**src/rtl/tt_arb_pkg.sv**
```systemverilog
package tt_arb_pkg;
  typedef enum logic [1:0] {
    PH_WAIT = 2'd0,
    PH_ST   = 2'd1,
    PH_DY   = 2'd2
  } phase_e;
endpackage

```
**src/rtl/tt_tick_timer.sv**
```systemverilog
// Counts ticks inside one slot or minislot; last marks its final tick.
module tt_tick_timer #(
  parameter int TICK_W = 8
) (
  input  logic              clk,
  input  logic              rst,
  input  logic              restart,
  input  logic [TICK_W-1:0] len,
  output logic              last
);
  logic [TICK_W-1:0] cnt;
  logic [TICK_W-1:0] len_m1;

  assign len_m1 = (len == '0) ? '0 : len - 1'b1;
  assign last   = !restart && (cnt >= len_m1);

  always_ff @(posedge clk) begin
    if (rst || restart || last) cnt <= '0;
    else                        cnt <= cnt + 1'b1;
  end
endmodule

```
**src/rtl/tt_id_match.sv**
```systemverilog
// Compares one slot number with a packed list of owned identifiers.
module tt_id_match #(
  parameter int N = 4,
  parameter int W = 6
) (
  input  logic [N*W-1:0] ids,
  input  logic [N-1:0]   en,
  input  logic [W-1:0]   slot,
  output logic           hit
);
  logic [N-1:0] each_hit;

  for (genvar i = 0; i < N; i++) begin : g_cmp
    assign each_hit[i] = en[i] && (ids[i*W +: W] != '0) && (ids[i*W +: W] == slot);
  end

  assign hit = |each_hit;
endmodule

```
**src/rtl/tt_slot_arbiter.sv**
```systemverilog
module tt_slot_arbiter #(
  parameter int TICK_W = 8,
  parameter int SLOT_W = 6,
  parameter int MS_W   = 8,
  parameter int CYC_W  = 6,
  parameter int N_ST   = 4,
  parameter int N_DY   = 4
) (
  input  logic                 clk,
  input  logic                 rst,
  input  logic [TICK_W-1:0]    cfg_slot_len,
  input  logic [SLOT_W-1:0]    cfg_num_static,
  input  logic [MS_W-1:0]      cfg_num_minislots,
  input  logic [TICK_W-1:0]    cfg_minislot_len,
  input  logic [MS_W-1:0]      cfg_latest_tx,
  input  logic [N_ST*SLOT_W-1:0] st_ids,
  input  logic [N_DY*SLOT_W-1:0] dy_ids,
  input  logic [N_DY-1:0]      dy_pending,
  input  logic [MS_W-1:0]      dy_frame_len,
  output logic [CYC_W-1:0]     cycle_cnt,
  output logic [SLOT_W-1:0]    st_slot,
  output logic [SLOT_W-1:0]    dy_slot,
  output logic [MS_W-1:0]      minislot,
  output logic                 in_dynamic,
  output logic                 st_grant,
  output logic                 dy_grant,
  output logic                 cycle_start,
  output logic                 st_slot_start,
  output logic                 dy_slot_start,
  output logic                 dy_defer,
  output logic                 cfg_err
);
  import tt_arb_pkg::*;

  localparam logic [SLOT_W-1:0] SLOT_ONE = SLOT_W'(1);
  localparam logic [MS_W-1:0]   MS_ONE   = MS_W'(1);

  phase_e              phase, n_phase;
  logic                started, n_started;
  logic [MS_W-1:0]     rem, n_rem;
  logic [CYC_W-1:0]    n_cyc;
  logic [SLOT_W-1:0]   n_st, n_dy;
  logic [MS_W-1:0]     n_ms;
  logic                n_sg, n_dg, n_cs, n_sss, n_dss, n_def;
  logic                go_cycle, go_dyn;

  // Timer: length follows the active segment
  logic              tmr_last;
  logic [TICK_W-1:0] tmr_len;
  assign tmr_len = (phase == PH_DY) ? cfg_minislot_len : cfg_slot_len;

  tt_tick_timer #(.TICK_W(TICK_W)) u_timer (
    .clk     (clk),
    .rst     (rst),
    .restart (phase == PH_WAIT),
    .len     (tmr_len),
    .last    (tmr_last)
  );

  // Slot numbers a starting slot would take
  logic [SLOT_W-1:0] st_probe, dy_probe;
  logic [MS_W-1:0]   ms_probe;
  assign st_probe = (phase == PH_ST && st_slot != cfg_num_static) ? st_slot + 1'b1 : SLOT_ONE;
  assign dy_probe = (phase == PH_DY) ? dy_slot + 1'b1 : SLOT_ONE;
  assign ms_probe = (phase == PH_DY) ? minislot + 1'b1 : MS_ONE;

  logic st_hit, dy_hit, dy_ok;
  logic [MS_W-1:0] flen_c;

  tt_id_match #(.N(N_ST), .W(SLOT_W)) u_st_match (
    .ids  (st_ids),
    .en   ({N_ST{1'b1}}),
    .slot (st_probe),
    .hit  (st_hit)
  );

  tt_id_match #(.N(N_DY), .W(SLOT_W)) u_dy_match (
    .ids  (dy_ids),
    .en   (dy_pending),
    .slot (dy_probe),
    .hit  (dy_hit)
  );

  assign dy_ok  = ms_probe < cfg_latest_tx;
  assign flen_c = (dy_frame_len == '0) ? MS_ONE : dy_frame_len;

  always_comb begin
    n_phase   = phase;
    n_started = started;
    n_rem     = rem;
    n_cyc     = cycle_cnt;
    n_st      = st_slot;
    n_dy      = dy_slot;
    n_ms      = minislot;
    n_sg      = st_grant;
    n_dg      = dy_grant;
    n_cs      = 1'b0;
    n_sss     = 1'b0;
    n_dss     = 1'b0;
    n_def     = 1'b0;
    go_cycle  = 1'b0;
    go_dyn    = 1'b0;
    unique case (phase)
      PH_WAIT: go_cycle = (cfg_num_static != '0);
      PH_ST: begin
        if (tmr_last) begin
          if (st_slot == cfg_num_static) begin
            n_sg = 1'b0;
            if (cfg_num_minislots == '0) go_cycle = 1'b1;
            else begin
              n_phase = PH_DY;
              go_dyn  = 1'b1;
            end
          end else begin
            n_st  = st_probe;
            n_sss = 1'b1;
            n_sg  = st_hit;
          end
        end
      end
      PH_DY: begin
        if (tmr_last) begin
          if (minislot == cfg_num_minislots) begin
            n_dg     = 1'b0;
            go_cycle = 1'b1;
          end else begin
            n_ms = ms_probe;
            if (rem <= MS_ONE) go_dyn = 1'b1;
            else               n_rem  = rem - 1'b1;
          end
        end
      end
      default: n_phase = PH_WAIT;
    endcase
    if (go_dyn) begin
      n_dy  = dy_probe;
      n_ms  = ms_probe;
      n_dss = 1'b1;
      n_dg  = dy_hit && dy_ok;
      n_rem = (dy_hit && dy_ok) ? flen_c : MS_ONE;
      n_def = dy_hit && !dy_ok;
    end
    if (go_cycle) begin
      if (started) n_cyc = cycle_cnt + 1'b1;
      n_started = 1'b1;
      n_phase   = PH_ST;
      n_st      = SLOT_ONE;
      n_dy      = SLOT_ONE;
      n_ms      = MS_ONE;
      n_cs      = 1'b1;
      n_sss     = 1'b1;
      n_sg      = st_hit;
      n_dg      = 1'b0;
      n_rem     = MS_ONE;
    end
  end

  always_ff @(posedge clk) begin
    if (rst) begin
      phase         <= PH_WAIT;
      started       <= 1'b0;
      rem           <= MS_ONE;
      cycle_cnt     <= '0;
      st_slot       <= SLOT_ONE;
      dy_slot       <= SLOT_ONE;
      minislot      <= MS_ONE;
      in_dynamic    <= 1'b0;
      st_grant      <= 1'b0;
      dy_grant      <= 1'b0;
      cycle_start   <= 1'b0;
      st_slot_start <= 1'b0;
      dy_slot_start <= 1'b0;
      dy_defer      <= 1'b0;
      cfg_err       <= 1'b0;
    end else begin
      phase         <= n_phase;
      started       <= n_started;
      rem           <= n_rem;
      cycle_cnt     <= n_cyc;
      st_slot       <= n_st;
      dy_slot       <= n_dy;
      minislot      <= n_ms;
      in_dynamic    <= (n_phase == PH_DY);
      st_grant      <= n_sg;
      dy_grant      <= n_dg;
      cycle_start   <= n_cs;
      st_slot_start <= n_sss;
      dy_slot_start <= n_dss;
      dy_defer      <= n_def;
      cfg_err       <= (cfg_num_static == '0);
    end
  end
endmodule

```
**config.mk**
```make
export PLATFORM = sky130hd
export DESIGN_NAME = tt_slot_arbiter
export DESIGN_NICKNAME = d
export VERILOG_FILES = /design/src/rtl/tt_arb_pkg.sv /design/src/rtl/tt_tick_timer.sv /design/src/rtl/tt_id_match.sv /design/src/rtl/tt_slot_arbiter.sv
export SDC_FILE = /design/constraint.sdc
export NUM_CORES = 1
export LEC_CHECK = 0
export ABC_AREA = 0
export BUFFER_PORTS_ARGS = -buffer_cell sky130_fd_sc_hd__clkbuf_2
export CAP_MARGIN = 20
export CORE_ASPECT_RATIO = 0.8
export CORE_UTILIZATION = 35
export DETAILED_ROUTE_END_ITERATION = 16
export HOLD_SLACK_MARGIN = 0.12
export PLACE_DENSITY_LB_ADDON = 0.2
export SKIP_LAST_GASP = 1
export SYNTH_ARGS = -nofsm -noshare
export SYNTH_HDL_FRONTEND = slang
export SYNTH_SLANG_ARGS = --single-unit
export TNS_END_PERCENT = 30
```
**constraint.sdc**
```tcl
create_clock -name clk -period 10.47 [get_ports clk]
set_clock_uncertainty 0.05 [all_clocks]
set_input_delay 1.5705 -clock clk [delete_from_list [all_inputs] [get_ports clk]]
set_output_delay 1.5705 -clock clk [all_outputs]
set_load 0.02 [all_outputs]
```
# After elaboration in Yosys (flattened, before gate mapping)
# Cells that the tools add are included.
[classes] addsub=7 n_lt_le_gt_ge=3 n_eq_ne=16 mux=48 bitwise=2 n_reduce_logical=50
[op_table] cell="two-way mux 8 bit" count=14
[op_table] cell="equality test 6 bit" count=9
[op_table] cell="nonzero test 6 bit" count=9
[op_table] cell="two-way mux 1 bit" count=25
[op_table] cell="logical NOT 8 bit" count=3
[op_table] cell="adder 6 x 1 -> 6 bit, second input constant" count=3
[op_table] cell="adder 8 x 1 -> 8 bit, second input constant" count=2
[op_table] cell="logical AND 1 bit" count=16
[op_table] cell="subtractor 8 x 1 -> 8 bit, second input constant" count=2
[op_table] cell="two-way mux 6 bit" count=2
[op_table] cell="nonzero test 2 bit" count=5
[op_table] cell="AND reduction 3 bit" count=3
[op_table] cell="equality test 8 bit" count=1
[op_table] cell=">= comparator 8 bit" count=1
[op_table] cell="<= comparator 8 x 1 -> 1 bit, second input constant" count=1
[op_table] cell="< comparator 8 bit" count=1
[op_table] cell="two-way mux 2 bit" count=4
[op_table] cell="OR reduction 4 bit" count=2
[op_table] cell="logical NOT 6 bit" count=1
[op_table] cell="!= test 6 bit" count=1
[op_table] cell="OR reduction 2 bit" count=3
[op_table] cell="equality test 2 bit, second input constant" count=2
[op_table] cell="!= test 2 bit, second input constant" count=2
[op_table] cell="case mux 2 bit (2 select lines)" count=1
[op_table] cell="other kinds (9)" count=13
[totals] regBits=53 inputBits=100 output_inout_bits=34 wordCells=142

# Logic depth before layout (Yosys ltp)
# Gate-level depths: netlist of the first run.
[logic_depth] word_depth=10 mapped_depth=23 ltp_nobuf=19

# By module
# From an unflattened synthesis of the first run, not the netlist that was laid out.
[unflattened] hier_cells=566 hier_area_um2=4609.4
[by_module_without_submodules] mod="tt_slot_arbiter" n_inst=1 cells_per_inst=396 area_per_inst_um2=3248.1 seq_area_each_um2=900.9
[by_module_without_submodules] mod="tt_id_match" n_inst=2 cells_per_inst=47 area_per_inst_um2=342.8 seq_area_each_um2=0.0
[by_module_without_submodules] mod="tt_tick_timer" n_inst=1 cells_per_inst=76 area_per_inst_um2=675.6 seq_area_each_um2=160.2

# Worst setup path after synthesis of the first run
# OpenSTA, ideal clock, no wires.
[synth_timing] path_type="input-to-reg" start="input cfg_slot_len[1]" end="register rem[0]" setup_ps=127 arrival_ps=4846 required_time_ps=10293 path_slack_ps=5447 stages=18 n_path_buf=2 path_cell_list="nor3_1 -> a21oi_1 -> or2_1 -> nand2b_1 -> or2_0 -> clkbuf_1 -> nand2b_1 -> and2_1 -> ha_1 -> nand2b_1 -> a2111oi_1 -> o211ai_1 -> nand2_1 -> nor2_2 -> buf_2 -> a21oi_1 -> a31oi_1 -> or3_1"
[synth_via] elab_chain_cells=9 word_cells_on_any_way=19 classes_between="add/sub (1); order compare (1); eq/ne (2); mux (9); reduce/logical (6)"
[synth_lines] element="start, declared" line_no="tt_slot_arbiter.sv:11" source="input logic [TICK_W-1:0] cfg_slot_len,"
[synth_lines] element="two-way mux 8 bit *" line_no="tt_slot_arbiter.sv:50" source="assign tmr_len = (phase == PH_DY) ? cfg_minislot_len : cfg_slot_len;"
[synth_lines] element="subtractor 8 x 1 -> 8 bit or logical NOT 8 bit (tied branches)" line_no="tt_tick_timer.sv:14" source="assign len_m1 = (len == '0) ? '0 : len - 1'b1;"
[synth_lines] element="two-way mux 8 bit *" line_no="tt_tick_timer.sv:14"
[synth_lines] element=">= comparator 8 bit *" line_no="tt_tick_timer.sv:15" source="assign last = !restart && (cnt >= len_m1);"
[synth_lines] element="logical AND 1 bit *" line_no="tt_tick_timer.sv:15"
[synth_lines] element="two-way mux 1 bit, on equally long branches" line_no="tt_slot_arbiter.sv:122, tt_slot_arbiter.sv:106"
[synth_lines] element="case mux 1 bit (2 select lines)" line_no="tt_slot_arbiter.sv:103" source="unique case (phase)"
[synth_lines] element="!= test 2 bit (no line) or nonzero test 2 bit (tied branches)"
[synth_lines] element="AND reduction 4 bit (no line)"
[synth_lines] element="end signal, assigned" line_no="tt_slot_arbiter.sv:178" source="rem <= n_rem;"
[synth_lines] element="end, declared" line_no="tt_slot_arbiter.sv:40" source="logic [MS_W-1:0] rem, n_rem;"
# Every way passes the cells marked *; elsewhere a longest branch is shown, timed or not.
# A chain may end at the register's enable or synchronous reset.

# Worst setup path in the final report of the first run
[layout_timing] start="input cfg_slot_len[1]" end="register rem[4]"
# Same word-level chain as after synthesis.

==> impl_summary.txt, run 1 <==
----------------------------------------------------
[Run status]
  Result of the run ... complete, no violations

[Setup path]
  Launching element type of the critical path ... input pin
  Register-to-register setup slack ... 5.12 ns
  Worst reg2reg startpoint ... phase[0]
  Endpoint kind of the worst setup timing path ... flip-flop
  Crit Reg-Reg Endpoint ... rem[4]
  Kind of critical path ... input pin to flip-flop
  Worst reg-to-reg path cell count ... 18
  CP Max Fanout ... 26
  Worst EP required ... 10.65 ns
  Data arrival time of the critical path ... between 5 and 6 ns

[Route]
  Overall via count from detail_route ... ~4700
  Count of nets left with antenna violations after detail routing ... 0
  Detailed-routed wire length on met3 ... about 670 um
  Routed vias/inst ... 5.38
  Detailed router's first-iteration violation count ... 287
  DRT Wirelength ... 12800 um
  Sum of met2 wire segment lengths after detailed routing ... between 5000 and 6000 um
  DR DRC count ... 0
  Routed length per placed instance ... 14.8 um
  First-pass DRT Iterations ... 5
  Metal1 wirelength ... approximately 6500 um
  Uppermost routed layer ... met4

[Logic synthesis]
  Fraction of the yosys area taken by sequential cells ... about a quarter
  Post-synth cell types ... 65
  Number of enable-type register cells in the synthesized netlist ... 0
  Share of flip-flops with an asynchronous set or reset ... 0%
  Predominant post-synthesis flop cell ... dfxtp_1
  Warnings, synthesis ... 0
  Post-synthesis compound-gate area fraction ... about a fifth
  Dominant cell type by area after synthesis ... dfxtp_1
  Proportion of synthesized area in mux cells ... about 3.4%
  Seq cells post-synth ... 53
  Synthesized net count ... 703
  Most instantiated library cell after synthesis ... nor2_1
  Mapped Area ... 4430 um2
  Number of standard cells after synthesis ... 577
  Area fraction of the dominant cell type after synthesis ... 24.0%
  Avg Cell Area, Syn ... 7.67 um2
  Dominant combinational cell family by area after synthesis ... simple AND/OR/NAND/NOR gates
  Adder and majority gate portion of the synthesized area ... 7.35%
  Fraction of synthesized cell area in xor and xnor cells ... around 14%
  List of most frequent post-synthesis cells ... 65 x nor2_1, 53 x dfxtp_1, 49 x xor2_1, 46 x nand2_1
  Largest cells by area after synthesis ... dfxtp_1 24%, xor2_1 9.7%, ha_1 7.4%
  Simple-gate share of the synthesized area ... 28.0%

[Pwr]
  Static power due to leakage ... 2.32 nW
  VDD IR-drop max ... 65.7 uV
  Power density over the cells ... 89.0 nW/um2

[Cells and area]
  Ant diodes ... 0
  Final instance area ... about 5400 um2
  Number of nets in the layout ... just over 800
  Ratio of cells with drive above 1 in the final layout ... 22.5%
  Synth-to-layout area growth ... 21.6%

[Hold path]
  Depth of the worst hold-timing path ... 2
  Worst Hold Endpoint ... st_grant
  Worst hold path class ... flip-flop to flip-flop
  HP Start ... st_grant

[Clock tree]
  Clock Tree Buf Depth ... 2
  Clock root buffer ... clkbuf_16
  Worst-Skew Late Latency ... 0.30 ns
  TritonCTS buffer count ... 5
  Clock-pin transition on the worst setup and hold timing paths ... 0.07 ns
  Resize count post-CTS ... 0
  TritonCTS clock tree ... done
  # Post-CTS Setup Buffers ... 0
  Hold bufs inserted after CTS ... 0
  Number of H-tree branching levels ... 2
  CTS Sinks ... 53

[GRT]
  Tot GR Track Use ... 19.4%
  Residual overflow from global routing ... 0
  Vias in the first global route ... 4197
  Antenna violations before repair ... 0
  Largest net degree at the start of global routing ... 42
  Global-route wire length before repair ... 20400 um

[STA]
  Setup repair after global routing missed its margin ... false
  Final setup vio count ... 0
  Min cycle time layout ... 5.68 ns
  Period Utilization, post-route ... 54.2%
  Hold violation total from the final report ... 0
  Highest achievable clock rate ... approximately 180 MHz
  Total negative setup slack ... 0 ns
  Actual slew at the worst max-slew pin ... just under 1 ns
  Rel. slew slack ... 33.8%
  Slew Limit Fails ... 0

[Floorplan]
  Die Height ... 103 um
  Count of boundary I/O pins ... 134
  Die width ... 128 um
  Effective utilization at floorplan ... between 30 and 40%
  Placeable core region ... about 12000 um2
  Die area ... 13100 um2
  Site Rows ... 36

[Place]
  Count of input and output buffers ... approximately 130
  Total placed instance area ... around 5200 um2
  Gp weighted congestion ... 0.859
  Hpwl dp ... 10100 um

[Run]
  Max-cap violations ... 0

----------------------------------------------------
[final cells by class]
class | count | area (um2)
clock buffers | 5 | 125
multi-input cells | 480 | 3180
fillers | 1245 | 6870
flip-flops and latches | 53 | 1060
repair buffers | 134 | 673
clock inverters | 3 | 46.3
inverters | 22 | 82.6
well taps | 171 | 214
[worst max path at each step]
stage | slack [ns] | endpoint | start | cells past startpoint
2_1_floorplan | 5.45 | rem[0] | cfg_slot_len[1] | 18
3_3_place_gp | 4.73 | rem[2] | cfg_slot_len[1] | 16
3_5_place_dp | 4.57 | rem[4] | cfg_slot_len[1] | 16
4_1_cts | 4.82 | rem[4] | cfg_slot_len[1] | 16
5_1_grt | 4.50 | rem[0] | cfg_slot_len[1] | 18
6_report | 4.79 | rem[4] | cfg_slot_len[1] | 16
[layout by cell type (no fill, tap or decap), drive strengths merged, types with 7 or more instances in the layout]
cell type  netlist  routed
a21oi           30      30
and3            13      13
clkbuf          11     138
dfxtp           53      53
ha              26      26
inv             22      22
mux2i           13      13
nand2           46      46
nand3           28      28
nor2            68      68
nor3            31      31
nor4            14      14
o2111ai          8       8
o21a             7       7
o21ai           21      21
or3              8       8
xnor2           22      22
xor2            49      49
[through the flow]
stage               power (mW)  worst slack, ns  hold slack, ns  utilization (%)  cells
finish                   0.479             4.79           0.418             43.9    868
global route             0.501             4.50           0.442             43.9    868
CTS                      0.482             4.82           0.419             43.9    868
detailed placement       0.290             4.57           0.409             42.5    860
global placement         0.288             4.73           0.407             42.5    860
floorplan                0.253             5.45           0.398                -    577
[critical path, cell delays in order]
cell       delay [ns]
clkbuf_2         0.09
nor3_1           0.18
a21oi_1          0.12
or2_1            0.29
nand2b_1         0.17
or2_0            0.32
nand2b_1         0.25
and2_1           0.18
ha_1             0.27
nand2b_1         0.14
a2111oi_1        0.50
o211ai_1         0.24
o2111ai_1        0.17
nand2_1          0.62
or3_1            0.59
a21oi_1          0.15
[routing by layer]
| layer | up-vias | GRT usage [%] |
|---|---|---|
| met4 | 0 | 4.25 |
| met2 | 136 | 30.7 |
| li1 | 2339 | - |
| met5 | - | 0 |
| met1 | 2185 | 28.2 |
| met3 | 12 | 2.54 |
[state kept, by name, summed over array words and instances (netlist names)]
name and flops:
minislot 8, rem 8, u_timer.cnt 8, cycle_cnt 6, dy_slot 6, st_slot 6
phase 2, cfg_err 1, cycle_start 1, dy_defer 1, dy_grant 1, dy_slot_start 1
in_dynamic 1, st_grant 1, st_slot_start 1, started 1
[cell families (layout without fill, tap and decap cells)]
group	count (synthesis)	count (layout)
compound gates	123	123
xor+xnor	71	71
fa+ha+maj	26	26
buf+inv	44	164
flops	53	53
mux	15	15
simple gates	245	245
[power breakdown]
group	total [mW]	internal [mW]	switching (mW)
Sequential	0.207	0.204	0.00250
Combinational	0.0796	0.0354	0.0442
Clock	0.193	0.113	0.0796
Total	0.479	0.353	0.126
Power figures use the tool's default switching activity.
==> run 2: changes to the inputs <==
- clock period: 10.47 -> 5.65 ns (I/O delays scaled with it)
==> run 2 against run 1 <==
Effect of this change:
- sequential cell count did not move
- combinational power rose by 86%
- routed wire length fell by 0.73%
- clock power rose by 62%
- first-iteration DRC count fell by 9.4%
- critical path depth rose by 3
- clock-buffer cell count did not move
- via count fell by 0.36%
- final area barely moved
- largest cell class unchanged
- highest routed layer unchanged
==> impl_summary.txt, run 2 (same netlist as run 1, synthesis figures left out) <==
----------------------------------------------------
[STA]
  Hold violation total from the final report ... 0 (unchanged)
  Period Utilization, post-route ... between 80% and 90%
  Slew Limit Fails ... 0 (unchanged)
  Highest achievable clock rate ... slightly above 200 MHz
  Total negative setup slack ... 0 ns (unchanged)
  Final setup vio count ... 0 (unchanged)
  Actual slew at the worst max-slew pin ... 0.822 ns (-0.169 ns)
  Rel. slew slack ... 44.8% (+11 points)
  Min cycle time layout ... 4.94 ns
  Setup repair after global routing missed its margin ... false

[Setup path]
  Worst EP required ... 5.78 ns (-4.87 ns)
  Worst reg-to-reg path cell count ... 19 (+1)
  Register-to-register setup slack ... 0.71 ns (-4.41 ns)
  Crit Reg-Reg Endpoint ... rem[0]
  End point of the critical path ... rem[0]
  CP Max Fanout ... 22 (-15%)
  Kind of critical path ... flip-flop to flip-flop
  Data arrival time of the critical path ... 5.07 ns (-0.79 ns)
  Endpoint kind of the worst setup timing path ... flip-flop
  Worst reg2reg startpoint ... phase[0]
  Critical Path Start ... phase[0]
  Launching element type of the critical path ... flip-flop

[Floorplan]
  Site Rows ... 36 (unchanged)
  Die width ... 128 um (unchanged)
  Effective utilization at floorplan ... 36.1% (unchanged)
  Die area ... 13100 um2 (unchanged)
  Die Height ... 103 um (unchanged)
  Count of boundary I/O pins ... 134 (unchanged)
  Placeable core region ... 12300 um2 (unchanged)

[Place]
  Placed cell count ... 863 (+0.35%)
  Hpwl dp ... 10200 um (+0.12%)
  Count of input and output buffers ... 133 (unchanged)
  Gp weighted congestion ... 0.912 (+6.1%)

[Clock tree]
  Number of H-tree branching levels ... 2 (unchanged)
  Clock Tree Buf Depth ... 2 (unchanged)
  Clock-pin transition on the worst setup and hold timing paths ... 0.08 ns (about the same)
  Worst-Skew Late Latency ... 0.29 ns (about the same)
  Resize count post-CTS ... 0 (unchanged)
  TritonCTS clock tree ... done
  Hold bufs inserted after CTS ... 0 (unchanged)
  TritonCTS buffer count ... 5 (unchanged)
  # Post-CTS Setup Buffers ... 0 (unchanged)
  Clock root buffer ... clkbuf_16
  CTS Sinks ... 53 (unchanged)

[Cells and area]
  Number of nets in the layout ... 825 (+0.36%)
  Filler Cell Count ... 1303 (+4.7%)
  Final standard cell count with taps included and fillers excluded ... 872 (+0.46%)
  FF/Latch Area ... 1060 um2 (unchanged)
  Ratio of cells with drive above 1 in the final layout ... 22.9% (+0.33 points)
  Synth-to-layout area growth ... 21.7% (about the same)
  Largest regs ... minislot x8, rem x8, u_timer.cnt x8
  Commonest cells after routing, fill and taps aside ... 133 x clkbuf_2, 65 x nor2_1, 53 x dfxtp_1
  Combined area of the multi-input logic cells ... 3180 um2 (unchanged)
  Most common library cell in the layout ignoring fill and taps ... clkbuf_2

[Pwr]
  Static power due to leakage ... 2.32 nW (+0.21%)
  Power density over the cells ... 157 nW/um2 (+76%)
  VDD IR-drop max ... 126 uV (+92%)

[Route]
  Overall via count from detail_route ... 4655 (-0.36%)
  Routed length per placed instance ... 14.6 um (-1.2%)
  First-pass DRT Iterations ... 5 (unchanged)
  Routed vias/inst ... 5.34 (-0.82%)
  DR DRC count ... 0 (unchanged)
  DRT Wirelength ... 12700 um (-0.73%)
  Detailed router's first-iteration violation count ... 260 (-9.4%)
  Count of nets left with antenna violations after detail routing ... 0 (unchanged)

[Run status]
  Result of the run ... complete, no violations

[GRT]
  Largest net degree at the start of global routing ... 23 (-45%)
  Global-route wire length before repair ... 20700 um (+1.7%)
  Tot GR Track Use ... 19.5% (+0.072 points)
  Vias in the first global route ... 4480 (+6.7%)
  Residual overflow from global routing ... 0 (unchanged)
  Antenna violations before repair ... 0 (unchanged)

[Run]
  Max-cap violations ... 0 (unchanged)

[Hold path]
  Worst hold path class ... flip-flop to flip-flop

----------------------------------------------------
==> run 2: metal layers <==
metal / GRT usage (%) / part of all wire (%)
met1: 26.8 / 50
met4: 4.34 / 0.72
met5: 0 / 0
met2: 32.1 / 45
met3: 3.27 / 5.0
==> run 2: area by class of cell <==
class	count	area share (%)
Sequential cell	53	19.7
Antenna cell	1	0.0465
Multi-Input combinational cell	480	59.0
Timing Repair Buffer	137	12.9
Clock buffer	5	2.32
Inverter	22	1.53
Tap cell	171	3.97
Clock inverter	3	0.465
==> run 2: worst max-delay path, stage by stage (launching register included) <==
cell and delay (ns):
dfxtp_1 0.36, inv_1 0.10, ha_1 0.31, nor3_1 0.21, a21oi_1 0.11, or2_1 0.28, nand2b_1 0.17, or2_0 0.31
nor3b_1 0.22, a211oi_1 0.07, a31o_1 0.20, ha_1 0.29, a21o_1 0.11, a21oi_1 0.11, a21oi_1 0.22, nand2_1 0.20
nor2_2 0.68, and2_1 0.36, a31oi_1 0.11, or3_1 0.35
==> run 2: stage by stage <==
step | cell area [um2] | hold slack, ns | util [%] | setup WS (ns) | total power [mW]
CTS | 5380 | 0.417 | 43.9 | 0.696 | 0.851
finish | 5390 | 0.415 | 44.0 | 0.711 | 0.843
global route | 5380 | 0.439 | 43.9 | 0.119 | 0.889
global placement | 5230 | 0.393 | 42.7 | 0.692 | 0.535
detailed placement | 5230 | 0.404 | 42.7 | 0.573 | 0.539
floorplan | 4430 | 0.398 | - | 1.35 | 0.468
==> run 2: worst min path at each step <==
stage / start / to / slack, ns / cells after the start
after floorplan: u_timer.cnt[0] / u_timer.cnt[0] / 0.40 / 1
after global placement: st_grant / st_grant / 0.39 / 2
after detailed placement: st_grant / st_grant / 0.40 / 2
after CTS: st_grant / st_grant / 0.42 / 2
after global routing: st_grant / st_grant / 0.44 / 2
final: st_grant / st_grant / 0.41 / 2
==> run 2: power by group <==
group / switching, mW / internal, mW
Combinational: 0.0823 / 0.0661
Sequential: 0.00448 / 0.378
Clock: 0.144 / 0.168
Total: 0.231 / 0.612
